--- src/rtl/sdrs_pkg.sv ---
package sdrs_pkg;

    typedef enum logic [1:0] {
        CMD_NOP   = 2'd0,
        CMD_READ  = 2'd1,
        CMD_WRITE = 2'd2,
        CMD_PRE   = 2'd3
    } sdrs_cmd_e;

    typedef struct packed {
        logic [1:0] cas;
        logic [2:0] bl;
        logic       ilv;
    } sdrs_mode_t;

    localparam int          MAX_CL  = 3;
    localparam logic [2:0]  BL_PAGE = 3'd7;

    function automatic logic [31:0] fill_word(input int unsigned idx);
        return (idx * 32'h0000_9E37) ^ 32'h1234_5678;
    endfunction

endpackage

--- src/rtl/sdrs_regfile.sv ---
module sdrs_regfile #(
    parameter int COL_W  = 4,
    parameter int DATA_W = 16
) (
    input  logic              clk,
    input  logic              rst,
    input  logic              we,
    input  logic [COL_W-1:0]  wcol,
    input  logic [DATA_W-1:0] wdata,
    input  logic [COL_W-1:0]  rcol,
    output logic [DATA_W-1:0] rdata
);
    localparam int DEPTH = 1 << COL_W;

    logic [DATA_W-1:0] mem [DEPTH];

    function automatic logic [DATA_W-1:0] init_of(input int unsigned i);
        logic [31:0] w;
        w = sdrs_pkg::fill_word(i);
        return w[DATA_W-1:0];
    endfunction

    always_ff @(posedge clk) begin
        if (rst) begin
            for (int i = 0; i < DEPTH; i++) mem[i] <= init_of(i);
        end else if (we) begin
            mem[wcol] <= wdata;
        end
    end

    assign rdata = mem[rcol];


    wr_hold_chk: assert property (@(posedge clk) disable iff (rst)
        ($past(we) && !$past(rst) && rcol == $past(wcol)) |-> rdata == $past(wdata));

endmodule

--- src/rtl/sdrs_beat_gen.sv ---
module sdrs_beat_gen
    import sdrs_pkg::*;
#(
    parameter int COL_W = 4
) (
    input  logic             clk,
    input  logic             rst,
    input  sdrs_cmd_e        cmd,
    input  logic [COL_W-1:0] col,
    input  logic [2:0]       bl_code,
    input  logic             ilv,
    output logic             iss_vld,
    output logic [COL_W-1:0] iss_col
);
    logic             active_q, active_d;
    logic [COL_W-1:0] base_q, base_d;
    logic [COL_W-1:0] k_q, k_d;
    logic             page;
    logic [COL_W-1:0] len_mask;
    logic [31:0]      mask_w;

    always_comb begin
        page   = (bl_code == BL_PAGE);
        mask_w = (32'd1 << bl_code[1:0]) - 32'd1;
        len_mask = page ? '1 : mask_w[COL_W-1:0];
    end

    function automatic logic [COL_W-1:0] col_of(
        input logic [COL_W-1:0] b,
        input logic [COL_W-1:0] k,
        input logic [COL_W-1:0] m,
        input logic             inter,
        input logic             pg
    );
        if (inter && !pg) return b ^ (k & m);
        return (b & ~m) | ((b + k) & m);
    endfunction

    always_comb begin
        iss_vld  = 1'b0;
        iss_col  = '0;
        active_d = active_q;
        base_d   = base_q;
        k_d      = k_q;
        unique case (cmd)
            CMD_READ: begin
                iss_vld  = 1'b1;
                iss_col  = col;
                base_d   = col;
                k_d      = COL_W'(1);
                active_d = page || (len_mask != '0);
            end
            CMD_WRITE, CMD_PRE: begin
                active_d = 1'b0;
            end
            default: begin
                if (active_q) begin
                    iss_vld = 1'b1;
                    iss_col = col_of(base_q, k_q, len_mask, ilv, page);
                    k_d     = k_q + COL_W'(1);
                    if (!page && k_q == len_mask) active_d = 1'b0;
                end
            end
        endcase
    end

    always_ff @(posedge clk) begin
        if (rst) begin
            active_q <= 1'b0;
            base_q   <= '0;
            k_q      <= '0;
        end else begin
            active_q <= active_d;
            base_q   <= base_d;
            k_q      <= k_d;
        end
    end


    beat_cnt_chk: assert property (@(posedge clk) disable iff (rst)
        (active_q && !page) |-> (k_q != '0 && k_q <= len_mask));


    pre_stop_chk: assert property (@(posedge clk) disable iff (rst)
        (cmd == CMD_PRE) |=> (!iss_vld || cmd == CMD_READ));

endmodule

--- src/rtl/sdrs_lat_pipe.sv ---
module sdrs_lat_pipe #(
    parameter int DATA_W = 16,
    parameter int DEPTH  = 3
) (
    input  logic              clk,
    input  logic              rst,
    input  logic              in_vld,
    input  logic [DATA_W-1:0] in_data,
    input  logic              kill,
    input  logic              dqm,
    input  logic [1:0]        cas,
    output logic              dq_oe,
    output logic [DATA_W-1:0] dq_out
);
    logic [DEPTH-1:0]  vld_q;
    logic [DATA_W-1:0] dat_q [DEPTH];
    logic [1:0]        dqm_q;
    int                tap;

    always_ff @(posedge clk) begin
        if (rst) begin
            vld_q <= '0;
            dqm_q <= '0;
        end else begin
            vld_q <= kill ? '0 : {vld_q[DEPTH-2:0], in_vld};
            dqm_q <= {dqm_q[0], dqm};
        end
        dat_q[0] <= in_data;
        for (int i = 1; i < DEPTH; i++) dat_q[i] <= dat_q[i-1];
    end

    always_comb begin
        tap = (cas == 2'd0) ? 0 : int'(cas) - 1;
        if (tap > DEPTH - 1) tap = DEPTH - 1;
        dq_oe  = vld_q[tap] & ~dqm_q[1] & ~kill;
        dq_out = dq_oe ? dat_q[tap] : '0;
    end


    dqm_blank_chk: assert property (@(posedge clk) disable iff (rst)
        ($past(dqm, 2) && !$past(rst, 1) && !$past(rst, 2)) |-> !dq_oe);


    wr_kill_chk: assert property (@(posedge clk) disable iff (rst)
        kill |=> !dq_oe);

endmodule

--- src/rtl/sdram_rd_seq.sv ---
module sdram_rd_seq
    import sdrs_pkg::*;
#(
    parameter int COL_W  = 4,
    parameter int DATA_W = 16
) (
    input  logic              clk,
    input  logic              rst,
    input  logic [1:0]        cmd_i,
    input  logic [COL_W-1:0]  col_i,
    input  logic [DATA_W-1:0] wr_data_i,
    input  logic              dqm_i,
    input  logic [1:0]        cas_lat_i,
    input  logic [2:0]        burst_code_i,
    input  logic              interleave_i,
    output logic              dq_oe_o,
    output logic [DATA_W-1:0] dq_out_o
);
    sdrs_cmd_e         cmd;
    sdrs_mode_t        mode;
    logic              iss_vld;
    logic [COL_W-1:0]  iss_col;
    logic [DATA_W-1:0] iss_data;
    logic              wr_now;

    assign cmd    = sdrs_cmd_e'(cmd_i);
    assign mode   = '{cas: cas_lat_i, bl: burst_code_i, ilv: interleave_i};
    assign wr_now = (cmd == CMD_WRITE);

    sdrs_beat_gen #(.COL_W(COL_W)) u_gen (
        .clk     (clk),
        .rst     (rst),
        .cmd     (cmd),
        .col     (col_i),
        .bl_code (mode.bl),
        .ilv     (mode.ilv),
        .iss_vld (iss_vld),
        .iss_col (iss_col)
    );

    sdrs_regfile #(.COL_W(COL_W), .DATA_W(DATA_W)) u_mem (
        .clk   (clk),
        .rst   (rst),
        .we    (wr_now),
        .wcol  (col_i),
        .wdata (wr_data_i),
        .rcol  (iss_col),
        .rdata (iss_data)
    );

    sdrs_lat_pipe #(.DATA_W(DATA_W), .DEPTH(MAX_CL)) u_pipe (
        .clk     (clk),
        .rst     (rst),
        .in_vld  (iss_vld),
        .in_data (iss_data),
        .kill    (wr_now),
        .dqm     (dqm_i),
        .cas     (mode.cas),
        .dq_oe   (dq_oe_o),
        .dq_out  (dq_out_o)
    );


    wr_bus_free_chk: assert property (@(posedge clk) disable iff (rst)
        wr_now |-> !dq_oe_o);

endmodule

--- config.mk ---
export PLATFORM = sky130hd
export DESIGN_NAME = sdram_rd_seq
export DESIGN_NICKNAME = d
export VERILOG_FILES = /design/src/rtl/sdrs_pkg.sv /design/src/rtl/sdrs_regfile.sv /design/src/rtl/sdrs_beat_gen.sv /design/src/rtl/sdrs_lat_pipe.sv /design/src/rtl/sdram_rd_seq.sv
export SDC_FILE = /design/constraint.sdc
export NUM_CORES = 1
export LEC_CHECK = 0
export ABC_AREA = 1
export BUFFER_PORTS_ARGS = -buffer_cell sky130_fd_sc_hd__buf_2
export CAP_MARGIN = 10
export CORE_MARGIN = 5
export CORE_UTILIZATION = 55
export DETAILED_ROUTE_END_ITERATION = 12
export PLACE_DENSITY_LB_ADDON = 0.25
export SLEW_MARGIN = 0
export SYNTH_ARGS = -nofsm -noshare
export SYNTH_HDL_FRONTEND = slang
export SYNTH_SLANG_ARGS = --single-unit
--- constraint.sdc ---
create_clock -name clk -period 2.7 [get_ports clk]
set_input_delay 0.27 -clock clk [delete_from_list [all_inputs] [get_ports clk]]
set_output_delay 0.27 -clock clk [all_outputs]
set_load 0.1 [all_outputs]
---- Word-level counts from Yosys, hierarchy flattened ----
Memories as Yosys holds them, arrays and structs flattened.
Cells that the tools add are included.
word-level totals
  logic and storage cells ................. 71
  memory bits (read-only) ................. 0
  memories ................................ 2
  register bits after elaboration ......... 14
  RAM bits ................................ 304
  latch bits .............................. 0
cells by class
  shift-type cells ........................ 1
  div/mod/pow operators ................... 0
  reduce and logical (&&, ||, !) cells .... 12
  equality and inequality tests ........... 5
  $mul .................................... 0
  $add $sub $neg .......................... 4
  bitwise logic cells ..................... 11
  multiplexer cells ....................... 29
  magnitude comparators ................... 2
memory list
  memory        depth  width  rd ports  clocked after Yosys merged registers in  wr ports  RTL line             RTL
  u_mem.mem     16     16     1         0                                        16        sdrs_regfile.sv:15   logic [DATA_W-1:0] mem [DEPTH];
  u_pipe.dat_q  3      16     3         0                                        3         sdrs_lat_pipe.sv:16  logic [DATA_W-1:0] dat_q [DEPTH];
operators by type and width
  cell                                                          count
  2-to-1 mux 32 bit                                             2
  > comparator 32 x 3 -> 1 bit (second input constant)          1
  less-than comparator 32 x 4 -> 1 bit (second input constant)  1
  2-to-1 mux 16 bit                                             2
  2-to-1 mux 4 bit                                              6
  one-hot mux 4 bit (2 select lines)                            2
  OR reduction 16 bit                                           1
  2-to-1 mux 1 bit                                              14
  AND 4 bit                                                     3
  adder 4 x 1 -> 4 bit (second input constant)                  1
  adder 4 bit                                                   1
  equality test 2 bit (second input constant)                   2
  equality test 4 bit                                           1
  NOT 4 bit                                                     1
  bitwise OR 4 bit                                              1
  one-hot mux 1 bit (2 select lines)                            2
  nonzero test 4 bit                                            1
  OR reduction 2 bit                                            2
  left shift 1 x 2 -> 4 bit (first input constant)              1
  subtractor 4 x 1 -> 4 bit (second input constant)             1
  XOR 4 bit                                                     1
  equality test 3 bit (second input constant)                   1
  NOT 1 bit                                                     3
  OR reduction 3 bit                                            1
  other kinds (10)                                              12

---- Longest topological paths before layout ----
  depth in word-level cells ............... 10
  gate-level depth with buffers ........... 16
  gate-level depth less buffers ........... 15

---- By module ----
A second synthesis with hierarchy kept.
unflattened totals
  cell total of the unflattened synthesis .. 1,706
  area total of the unflattened synthesis .. 14,961.8 um^2
by module, submodules not included
  module         area each (um^2)  cells each  instances
  sdrs_regfile   12,485.7          1,393       1
  sdrs_lat_pipe  1,694.1           194         1
  sdrs_beat_gen  772.0             117         1
  sdram_rd_seq   10.0              2           1

---- Worst setup path before layout ----
No wires, ideal clock.
  kind .................................... input-to-output
  start point ............................. input cas_lat_i[1]
  end point ............................... output dq_out_o[10]
  setup slack ............................. -312 ps
  path buffers ............................ 1
  required time ........................... 2,430 ps
  arrival ................................. 2,742 ps
  stages .................................. 7
  cell sequence ........................... clkinv_1 > nor2_2 > nand2_1 > o211ai_1 > nand3_1 > buf_2 > a31oi_1
on the way
  cells in the longest elaborated chain, start to end .. 10
  elaborated cells on any way between the ends .. 12
  classes of those cells .................. 1 x add/sub; 1 x order compare; 6 x mux; 2 x bitwise; 1 x reduce/logical; 1 x memory
ends and longest elaborated chain
  item                                                            RTL line             RTL
  from (decl)                                                     sdram_rd_seq.sv:13   input logic [1:0] cas_lat_i,
  subtractor 2 x 1 -> 3 bit or logical NOT 2 bit (tied branches)  sdrs_lat_pipe.sv:33  tap = (cas == 2'd0) ? 0 : int'(cas) - 1;
  2-to-1 mux 32 bit (*)                                           sdrs_lat_pipe.sv:33
  > comparator 32 x 3 -> 1 bit                                    sdrs_lat_pipe.sv:34  if (tap > DEPTH - 1) tap = DEPTH - 1;
  2-to-1 mux 32 bit (*)                                           sdrs_lat_pipe.sv:34
  binary-select mux 1 bit (select 2 bit)                          sdrs_lat_pipe.sv:35  dq_oe = vld_q[tap] & ~dqm_q[1] & ~kill;
  2-to-1 mux 1 bit (not written as such) (2 in a row)             sdrs_lat_pipe.sv:35
  AND 1 bit (2 in a row)                                          sdrs_lat_pipe.sv:35
  2-to-1 mux 16 bit (*)                                           sdrs_lat_pipe.sv:36  dq_out = dq_oe ? dat_q[tap] : '0;
  to (decl)                                                       sdram_rd_seq.sv:17   output logic [DATA_W-1:0] dq_out_o
Every way passes the cells marked *; elsewhere a longest branch is shown, timed or not. The select of a mux whose other input is x is not followed.

==> flow_metrics.tcl <==
set metrics [dict create \
    initial_core_util_pct 55.4 \
    drive_gt1_share_pct 12.4 \
    clkLatencyLatePin_ps 520 \
    root_buffer "clkbuf_16" \
    fill_cells 2138 \
    outcome "completed" \
    viasPerCell 5.67 \
    grt_antenna_before_repair 0 \
    ctsResizeCount 0 \
    grt_pass1_vias 11200 \
    ys_seq_area_share_pct 60.1 \
    powerDensity_mw_per_mm2 676 \
    place_hpwl_um 27000 \
    total_leakage_power_nw 7.35 \
    diodes 0 \
    clockBufferDepth 3 \
    grt_setup_unrepaired "false" \
    worstSetupStartpoint "u_gen.base_q[0]" \
    p_total_mw 11.7 \
    clk_pin_slew_ps 60 \
    final_common_cell "nand2_1" \
    drtIter0Drc 1469 \
    endpoint "u_pipe.dat_q[0][0]" \
    regToRegSetupSlack_ps 100 \
    globalplace.congestion 0.916 \
    arrival_ps 2990 \
    drtPass1Iterations 6 \
    via_count 11700 \
    worstSetupEndpointType "register" \
    fp.dieArea_sq_mm 0.0304 \
    synth_fp_nets 1668 \
    reg2regPathDepth 15 \
    fin_hold_ws_ps 109 \
    netlist_area_sq_mm 0.0148 \
    r2r-end "u_pipe.dat_q[0][0]" \
    synthFlopType "edfxtp_1" \
    cts-htree-levels 2 \
    yosysUniqueCellTypes 37 \
    fp-row-count 60 \
    maxCapViolations 0 \
    finalCritPeriodShare_pct 96.4 \
    synthCells 1628 \
    drv_slew 0 \
    seq_area_sq_mm 0.00893 \
    worst_pin_slew_ps 985 \
    port_buffers 47 \
    synth_edf_count 256 \
    drc 0 \
    critPathKind "reg -> reg" \
    area_delta_synth_final_pct 16.6 \
    min_path_type "in -> reg" \
    synth-async-reset-ratio_pct 0 \
    cts_tree "yes" \
    core_area_sq_mm 0.0268 \
    yosys_register_bits 318 \
    max_slew_margin_pct 34.2 \
    hold_violations 0 \
    fin_crit_ps 2600 \
    io_pins 48 \
    finalWirelength_um 41500 \
    grt_max_degree 85 \
    postSynthAreaPerCell_sq_um 9.12 \
    layout_common_cells "nand2_1 (379), nand3_1 (297), edfxtp_1 (256)" \
    ant_nets 0 \
    wl_per_cell_um 20.1 \
    dieHeight_um 174 \
    track_usage_pct 27.1 \
    ir_worst_vdd_mv 0.551 \
    multiInputGateArea_sq_mm 0.00454 \
    cp.required_ps 3090 \
    yosysWarnings 0 \
    finalSetupViolations 0 \
    grt_pass1_wl_um 63700 \
    die_w_um 174 \
    cts_sinks 318 \
    max_freq_mhz 384 \
    fin_skew_ps 16.4 \
    critPathLaunchType "register" \
    cts_buffers 35 \
    cp_max_fo 15 \
    final_nets 1741 \
    gr-total-overflow 0 \
    r2r_start "u_gen.base_q[0]" \
]
-- layout make-up --
cell class	instances	area share (%)
timing repair buffer	126	7.21
clock inverter	9	0.715
tap	341	2.46
clock buffer	53	6.19
multi-input combinational	960	26.2
inverter	260	5.64
sequential	318	51.6
-- power breakdown --
part | internal [mW] | switching, mW | total (mW)
registers | 5.61 | 0.131 | 5.74
logic | 0.325 | 0.708 | 1.03
clock network | 3.03 | 1.90 | 4.94
-- cell families after synthesis --
kind of cell	count (synthesis)	synth area share (%)
AO/OA/AOI/OAI	35	1.55
XOR/XNOR	2	0.118
adder cells (fa/ha/maj)	9	0.809
buffers and inverters	350	9.44
flip-flops	318	60.1
AND/OR/NAND/NOR	914	27.9
-- worst min-delay path by stage --
stage | from | endpoint | depth (start not counted) | slack, ps
after floorplan | u_pipe.dat_q[0][0] | u_pipe.dat_q[1][0] | 0 | 330
after global placement | u_pipe.dat_q[1][8] | u_pipe.dat_q[2][8] | 0 | 330
after detailed placement | u_pipe.dat_q[1][6] | u_pipe.dat_q[2][6] | 0 | 340
after CTS | rst | u_pipe.vld_q[0] | 2 | 100
after global routing | rst | u_pipe.dqm_q[0] | 2 | 120
final | rst | u_pipe.vld_q[0] | 2 | 110
-- critical path: stages (launching register included) --
cell and delay [ps]:
dfxtp_1 330, ha_1 220, fa_1 480, inv_1 40
nand2_1 50, o21ai_0 70, nand2_1 80, nand2_2 80
nor2_2 200, nor2_8 80, buf_12 160, buf_12 150
nand3_1 90, nand3_1 160, nand3_1 190, nand2_1 100
-- state kept, by name (all words and copies together), names as in the netlist --
name	cells
u_gen.active_q	1
u_gen.base_q	4
u_gen.k_q	4
u_mem.mem	256
u_pipe.dat_q	48
u_pipe.dqm_q	2
u_pipe.vld_q	3
-- timing repair --
action,CTS,global route
hold buffers,1,0
endpoints found under the hold margin,1,0
setup buffers,0,5
endpoints found under the setup margin,0,1
-- per-layer routing --
| metal | share of wire [%] | global-route usage, % | up-vias | routed length [um] |
|---|---|---|---|---|
| li1 | - | - | 5424 | - |
| met3 | 11 | 5.94 | 102 | 4440 |
| met5 | 0 | 0 | - | 0 |
| met2 | 46 | 43.4 | 672 | 19200 |
| met4 | 3.9 | 9.30 | 0 | 1640 |
| met1 | 39 | 36.8 | 5528 | 16200 |
-- cells in the mapped netlist (all sizes together) (2+ instances only) --
cell,number,area [sq um]
nor2,160,664
edfxtp,256,7690
clkinv,9,33.8
dfxtp,62,1240
clkbuf,40,150
nand2,385,1460
nand3b,63,473
inv,251,942
buf,50,275
nand3,299,1510
ha,8,100
a31oi,16,100
a21oi,7,38.8
o21ai,5,36.3
o211ai,2,15.0
nor3,5,35.0
-- through the flow --
step / util, % / instance area (sq um) / TNS, ps / instances / worst slack (ps)
CTS: 64.4 / 17300 / 0 / 2062 / 28.4
detailed placement: 59.9 / 16100 / 0 / 1999 / 48.2
floorplan: - / 14800 / -3790 / 1628 / -312
finish: 64.6 / 17300 / 0 / 2067 / 96.4
global route: 64.6 / 17300 / 0 / 2067 / 12.2
global placement: 59.9 / 16100 / 0 / 1999 / 68.5
Note: power is estimated with default switching activity, not from simulation.
